$ cat src/rtl/rc5_trial_pkg.sv
// Package rc5_trial_pkg
// Shared word type, the table seed constants and the controller state encoding
// for the RC5 key trial engine. Assumes the 32-bit word variant of the cipher.
package rc5_trial_pkg;

    localparam int WORD_W = 32;

    typedef logic [WORD_W-1:0] word_t;

    localparam word_t SEED_P = 32'hB7E15163;
    localparam word_t SEED_Q = 32'h9E3779B9;

    typedef enum logic [1:0] {
        ST_IDLE = 2'd0,
        ST_MIX  = 2'd1,
        ST_LOAD = 2'd2,
        ST_ENC  = 2'd3
    } trial_state_t;

    // Left rotation by a constant amount: pure rewiring in hardware.
    function automatic word_t rotl_const(input word_t v, input int k);
        return (v << k) | (v >> (WORD_W - k));
    endfunction

endpackage

$ cat src/rtl/rc5_rotl.sv
// Module rc5_rotl
// Data-dependent left rotator for one cipher word. It is built as a barrel
// with radix-4 selector stages on successive pairs of amount bits, then one
// radix-2 stage when the amount width is odd. Assumes WORD_W is a power of two.
module rc5_rotl
    import rc5_trial_pkg::*;
#(
    parameter int AW = $clog2(WORD_W)
) (
    input  word_t         x_in,
    input  logic [AW-1:0] amt,
    output word_t         y_out
);
    localparam int NQ = AW / 2;

    logic [NQ:0][WORD_W-1:0] lvl;

    assign lvl[0] = x_in;

    for (genvar g = 0; g < NQ; g++) begin : g_quad
        localparam int SH = 1 << (2 * g);
        // Four-way select of rotation by 0, 1, 2 or 3 steps of size SH.
        assign lvl[g+1] = (amt[2*g+1:2*g] == 2'd0) ? lvl[g] :
                          (amt[2*g+1:2*g] == 2'd1) ? rotl_const(lvl[g], SH) :
                          (amt[2*g+1:2*g] == 2'd2) ? rotl_const(lvl[g], 2 * SH) :
                                                      rotl_const(lvl[g], 3 * SH);
    end

    if (AW % 2 == 1) begin : g_half
        // Final two-way stage on the top amount bit.
        assign y_out = amt[AW-1] ? rotl_const(lvl[NQ], 1 << (AW - 1)) : lvl[NQ];
    end else begin : g_nohalf
        assign y_out = lvl[NQ];
    end

endmodule

$ cat src/rtl/rc5_mix_unit.sv
// Module rc5_mix_unit
// One key-mixing step: four word additions, a fixed rotation by 3 and one
// data-dependent rotation. Purely combinational; the caller registers results.
module rc5_mix_unit
    import rc5_trial_pkg::*;
(
    input  word_t s_cur,
    input  word_t l_cur,
    input  word_t a_in,
    input  word_t b_in,
    output word_t a_out,
    output word_t b_out
);
    word_t sum_s;
    word_t sum_ab;
    word_t sum_l;

    // New A: table word plus A plus B, rotated left by three.
    assign sum_s  = s_cur + a_in + b_in;
    assign a_out  = rotl_const(sum_s, 3);

    // New B: key word plus new A plus B, rotated by the low bits of A+B.
    assign sum_ab = a_out + b_in;
    assign sum_l  = l_cur + sum_ab;

    rc5_rotl u_rot (
        .x_in (sum_l),
        .amt  (sum_ab[4:0]),
        .y_out(b_out)
    );

endmodule

$ cat src/rtl/rc5_round_unit.sv
// Module rc5_round_unit
// One full encryption round: both half-rounds chained in a single cycle.
// Purely combinational; takes the two table words of this round.
module rc5_round_unit
    import rc5_trial_pkg::*;
(
    input  word_t a_in,
    input  word_t b_in,
    input  word_t s_even,
    input  word_t s_odd,
    output word_t a_out,
    output word_t b_out
);
    word_t rot_a;
    word_t rot_b;
    word_t xa;
    word_t xb;

    // First half: A = ((A ^ B) <<< B) + S[2r].
    assign xa = a_in ^ b_in;
    rc5_rotl u_rot_a (.x_in(xa), .amt(b_in[4:0]), .y_out(rot_a));
    assign a_out = rot_a + s_even;

    // Second half: B = ((B ^ A) <<< A) + S[2r+1], using the new A.
    assign xb = b_in ^ a_out;
    rc5_rotl u_rot_b (.x_in(xb), .amt(a_out[4:0]), .y_out(rot_b));
    assign b_out = rot_b + s_odd;

endmodule

$ cat src/rtl/rc5_key_trial.sv
// Module rc5_key_trial
// Tests one candidate key: seeds and mixes the expanded table (one step per
// clock), encrypts a captured plaintext (one round per clock) and compares the
// result with a captured expected ciphertext. Assumes KEY_WORDS <= table size.
module rc5_key_trial
    import rc5_trial_pkg::*;
#(
    parameter int ROUNDS    = 12,
    parameter int KEY_WORDS = 2
) (
    input  logic                       clk,
    input  logic                       rst_n,
    input  logic                       start,
    input  logic [KEY_WORDS*WORD_W-1:0] key_in,
    input  logic [2*WORD_W-1:0]        pt_in,
    input  logic [2*WORD_W-1:0]        exp_in,
    output logic                       busy,
    output logic                       done,
    output logic                       match,
    output logic [2*WORD_W-1:0]        ct_out
);
    localparam int TABLE_N   = 2 * ROUNDS + 2;
    localparam int MIX_STEPS = 3 * TABLE_N;
    localparam int SI_W      = $clog2(TABLE_N);
    localparam int LJ_W      = (KEY_WORDS > 1) ? $clog2(KEY_WORDS) : 1;
    localparam int MC_W      = $clog2(MIX_STEPS);
    localparam int RC_W      = $clog2(ROUNDS + 1);

    trial_state_t          state;
    word_t                 s_tab [TABLE_N];
    word_t                 l_tab [KEY_WORDS];
    word_t                 reg_a, reg_b;
    logic [SI_W-1:0]       idx_i;
    logic [LJ_W-1:0]       idx_j;
    logic [MC_W-1:0]       step;
    logic [RC_W-1:0]       rnd;
    logic [RC_W:0]         k_even, k_odd;
    logic [2*WORD_W-1:0]   pt_q, exp_q, ct_q;
    logic                  done_q, match_q;
    word_t                 mix_a, mix_b, rnd_a, rnd_b;
    logic                  accept;

    assign accept = (state == ST_IDLE) && start;
    assign k_even = {rnd, 1'b0};
    assign k_odd  = {rnd, 1'b1};

    rc5_mix_unit u_mix (
        .s_cur(s_tab[idx_i]),
        .l_cur(l_tab[idx_j]),
        .a_in (reg_a),
        .b_in (reg_b),
        .a_out(mix_a),
        .b_out(mix_b)
    );

    rc5_round_unit u_round (
        .a_in  (reg_a),
        .b_in  (reg_b),
        .s_even(s_tab[k_even]),
        .s_odd (s_tab[k_odd]),
        .a_out (rnd_a),
        .b_out (rnd_b)
    );

    // Table storage: seeded on accept, one word of each table rewritten per mix step.
    always_ff @(posedge clk) begin
        if (accept) begin
            for (int k = 0; k < TABLE_N; k++) begin
                s_tab[k] <= SEED_P + word_t'(k) * SEED_Q;
            end
            for (int k = 0; k < KEY_WORDS; k++) begin
                l_tab[k] <= key_in[WORD_W*k +: WORD_W];
            end
        end else if (state == ST_MIX) begin
            s_tab[idx_i] <= mix_a;
            l_tab[idx_j] <= mix_b;
        end
    end

    // Sequencer: capture, mix, load the block, run rounds, report.
    always_ff @(posedge clk) begin
        if (!rst_n) begin
            state   <= ST_IDLE;
            reg_a   <= '0;
            reg_b   <= '0;
            idx_i   <= '0;
            idx_j   <= '0;
            step    <= '0;
            rnd     <= '0;
            pt_q    <= '0;
            exp_q   <= '0;
            ct_q    <= '0;
            done_q  <= 1'b0;
            match_q <= 1'b0;
        end else begin
            done_q  <= 1'b0;
            match_q <= 1'b0;
            case (state)
                ST_IDLE: begin
                    if (start) begin
                        state <= ST_MIX;
                        reg_a <= '0;
                        reg_b <= '0;
                        idx_i <= '0;
                        idx_j <= '0;
                        step  <= '0;
                        pt_q  <= pt_in;
                        exp_q <= exp_in;
                    end
                end
                ST_MIX: begin
                    reg_a <= mix_a;
                    reg_b <= mix_b;
                    idx_i <= (idx_i == SI_W'(TABLE_N - 1)) ? '0 : idx_i + 1'b1;
                    idx_j <= (idx_j == LJ_W'(KEY_WORDS - 1)) ? '0 : idx_j + 1'b1;
                    step  <= step + 1'b1;
                    if (step == MC_W'(MIX_STEPS - 1)) begin
                        state <= ST_LOAD;
                    end
                end
                ST_LOAD: begin
                    reg_a <= pt_q[WORD_W-1:0] + s_tab[0];
                    reg_b <= pt_q[2*WORD_W-1:WORD_W] + s_tab[1];
                    rnd   <= RC_W'(1);
                    state <= ST_ENC;
                end
                ST_ENC: begin
                    reg_a <= rnd_a;
                    reg_b <= rnd_b;
                    rnd   <= rnd + 1'b1;
                    if (rnd == RC_W'(ROUNDS)) begin
                        state   <= ST_IDLE;
                        done_q  <= 1'b1;
                        ct_q    <= {rnd_b, rnd_a};
                        match_q <= ({rnd_b, rnd_a} == exp_q);
                    end
                end
            endcase
        end
    end

    assign busy   = (state != ST_IDLE);
    assign done   = done_q;
    assign match  = match_q;
    assign ct_out = ct_q;

endmodule

$ cat config.mk
export PLATFORM = sky130hd
export DESIGN_NAME = rc5_key_trial
export DESIGN_NICKNAME = d
export VERILOG_FILES = /design/src/rtl/rc5_trial_pkg.sv /design/src/rtl/rc5_rotl.sv /design/src/rtl/rc5_mix_unit.sv /design/src/rtl/rc5_round_unit.sv /design/src/rtl/rc5_key_trial.sv
export SDC_FILE = /design/constraint.sdc
export NUM_CORES = 2
export LEC_CHECK = 0
export BUFFER_PORTS_ARGS = -buffer_cell sky130_fd_sc_hd__buf_4
export CORE_UTILIZATION = 40
export CTS_BUF_LIST = sky130_fd_sc_hd__clkbuf_16
export DETAILED_ROUTE_END_ITERATION = 12
export PLACE_DENSITY = 0.53
export SLEW_MARGIN = 20
export SYNTH_ARGS = -nofsm -noshare
export SYNTH_HDL_FRONTEND = slang
export SYNTH_SLANG_ARGS = --single-unit
export TNS_END_PERCENT = 30
$ cat constraint.sdc
create_clock -name clk -period 14.2 [get_ports clk]
set_input_delay 1.42 -clock clk [delete_from_list [all_inputs] [get_ports clk]]
set_output_delay 1.42 -clock clk [all_outputs]
set_load 0.005 [all_outputs]
==> metrics <==
initial antenna violation count=38; Yosys top cell by area=edfxtp_1; worst slack, placed=0.776 ns; fin cells=10300; most frequent cell on the critical path=a21oi_1; Post-Syn Area=0.0843 mm^2; final hold violations=0; hpwl dp=268000 um; CORE AREA=0.210 mm^2; IO Pins=262; Post-route DRC=0; Hold Crit Class=reg -> reg; via count=67500; Final Slew Violations=0; GRT Total Usage=0.358; vias in the first global route=64300; final setup margin=0.660 ns; outcome=finished clean; critical path class=reg -> reg; largest net degree at the start of global routing=124; H-Tree Depth=4; Critical Path Start Type=flop; Max Freq=0.0739 GHz; Placed Instances=9950; drt first pass iters=6; CP max stage cell=dfxtp_4; R2R Setup Slk=0.66 ns; Hold Buf Count CTS=0; distinct cell type count of the synthesized netlist=100; footprint of the multi-input gates=0.0439 mm^2; CP Max Fanout=31; Initial Util=0.402; num rows=168; asr flop ratio synth=0; Slew headroom=0.139; top-area cell type share of the netlist area=0.388; Tcrit/Tclk final=0.954; Post-Layout Inst Area=0.0955 mm^2; TritonCTS clock tree=yes; final wirelength=386000 um; Yosys warning total=0; maxcap violations=0; DRT antenna net count=0; die height=461 um; CP peak stage delay=0.64 ns; worst-margin pin slew=1.29 ns; CTS Buf Count=153; Port Buffers=261; clock buffer depth=3; CTS sink cnt=1375; unrepaired setup endpoints after global routing=no; share of cells above drive strength 1=0.227; final setup TNS=0 ns; Setup-failing EPs final=0; ranking of synthesized cells by area=edfxtp_1 (39%), mux4_2 (18%), dfxtp_1 (6.8%), nand2_1 (4.7%), ha_1 (3.8%); total die area=0.213 mm^2; Mapped Cells=7202; vias per std cell=6.58; Clock Skew=0.0533 ns; Register Area=0.0385 mm^2; Syn Area/Cell=11.7 um^2; first-pass GRT wire length=524000 um; Clk pin slew, worst setup/hold paths=0.06 ns; Final min period=13.54 ns; critical path data arrival time=14.09 ns; Worst Path Required=14.75 ns; Yosys reg bits=1375; grt ovf=0; WL/cell=37.7 um; Final GP Congestion=1.03; die width=461 um; area delta synth->final=13.4%; syn_nets=7694; Fillers=19000; most used flip-flop cell after synthesis=edfxtp_1; nets@finish=7795; worst-skew pair later-pin latency=0.86 ns; post-place instance area=0.0903 mm^2; CP Capture Type=flop; Post-synth EDFFs=1088; root buffer cell=clkbuf_16; initial drt markers=10000; post-synthesis sequential area ratio=0.456
flip-flops by register name (all words and copies together) (netlist names), 2 cells and up, named ones only:
name / flops
l_tab: 64
reg_b: 32
pt_q: 64
state: 2
exp_q: 64
step: 7
idx_i: 5
reg_a: 32
ct_out: 64
rnd: 4
s_tab: 1024
placed cells by master, fill, tap and decap left out, types with 19 or more instances in the layout:
master | netlist | layout
buf_4 | 2 | 473
nor2b_1 | 32 | 32
xnor2_1 | 180 | 162
nor2_1 | 665 | 652
or3_1 | 27 | 27
and3_1 | 27 | 27
nand2_4 | 0 | 25
a22o_1 | 55 | 55
a22oi_1 | 24 | 24
a21o_1 | 108 | 108
mux2i_1 | 197 | 196
nand2_1 | 1048 | 1008
o21ai_0 | 281 | 278
a21oi_1 | 456 | 454
mux2_2 | 103 | 103
clkinv_1 | 3 | 29
edfxtp_1 | 1088 | 1088
or2_2 | 19 | 19
a222oi_1 | 23 | 23
a31oi_1 | 47 | 47
mux4_2 | 674 | 674
a211oi_1 | 62 | 62
o211ai_1 | 34 | 34
xor2_1 | 104 | 88
fa_1 | 38 | 38
clkbuf_16 | 0 | 155
o22ai_1 | 24 | 24
nor3_1 | 84 | 72
nor4_1 | 20 | 20
nand4_1 | 39 | 39
o21bai_1 | 34 | 34
o21a_1 | 29 | 29
dfxtp_1 | 287 | 276
nand2b_1 | 58 | 57
nand3_1 | 64 | 64
inv_1 | 147 | 177
and2_1 | 65 | 58
ha_1 | 259 | 254
clkinv_2 | 0 | 28
critical path: cells and delay by family (launching register included):
family                     cells  cell delay, ns
AOI/OAI and AO/OA             29            6.66
xor gates and xnor gates       2            0.43
adders and majority gates      5            2.13
buffers and inverters          3            0.73
DFF                            1            0.64
muxes                          5            2.21
and+or+nand+nor                4            0.42
stage by stage:
stage | hold WS (ns) | util
after floorplan | 0.437 | -
after detailed placement | 0.442 | 0.431
final | 0.465 | 0.456
after CTS | 0.462 | 0.455
after global placement | 0.439 | 0.431
after global routing | 0.482 | 0.456
synth_stat cells, types with 16 or more instances:
cell type / number
a31oi_1: 47
nor3_1: 84
fa_1: 38
xnor2_1: 180
o31ai_1: 16
nand2b_1: 58
nand2_1: 1048
a211oi_1: 62
nor4_1: 20
o21bai_1: 34
ha_1: 259
nor2b_1: 32
mux2i_1: 197
o21ai_0: 281
buf_1: 92
and2_1: 65
o22ai_1: 24
edfxtp_1: 1088
o21a_1: 29
mux4_2: 674
or2_2: 19
nand4_1: 39
a21oi_1: 456
inv_1: 147
clkbuf_1: 433
a222oi_1: 23
a22oi_1: 24
xor2_1: 104
mux2_2: 103
o211ai_1: 34
nor2_1: 665
a21o_1: 108
and3_1: 27
nand3_1: 64
a22o_1: 55
dfxtp_1: 287
or3_1: 27
routing by layer:
metal,wire [um],part of all wire,track usage,vias to the layer above
li1,-,-,-,27400
met1,138000,0.36,0.436,34400
met2,172000,0.45,0.547,4607
met3,45200,0.12,0.106,1015
met4,30800,0.080,0.245,28
met5,188,0.00049,0,-
layout make-up:
cell class,instances,share of cell area
Antenna cell,14,0.000367
Inverter,154,0.00610
Clock buffer,155,0.0406
Sequential cell,1375,0.403
Multi-Input combinational cell,5131,0.460
Tap cell,2805,0.0367
Clock inverter,131,0.0137
Timing Repair Buffer,488,0.0403
cell families after synthesis:
group / Yosys count / share of synthesized area
compound gates: 1368 / 0.104
mux: 975 / 0.218
simple gates: 2195 / 0.111
fa+ha+maj: 297 / 0.0475
xor+xnor: 296 / 0.0326
flops: 1375 / 0.456
buf+inv: 696 / 0.0315
path summary, 6_finish.rpt:
kind,startpoint,end,cells past startpoint
worst min register to register,pt_q[61],pt_q[61],2
worst max-delay path,flop,l_tab[0][24],48
worst min-delay path,pt_q[61],pt_q[61],2
worst max register to register,flop,l_tab[0][24],48
timing repair:
| item | 4_1_cts | 5_1_grt |
|---|---|---|
| buffers inserted | 0 | 1 |
| gates resized for setup | 0 | 0 |
| endpoints found under the setup margin | 0 | 10 |
Power is not shown: default switching activity piles up to over one toggle a cycle in this logic, so the estimate is an artifact.
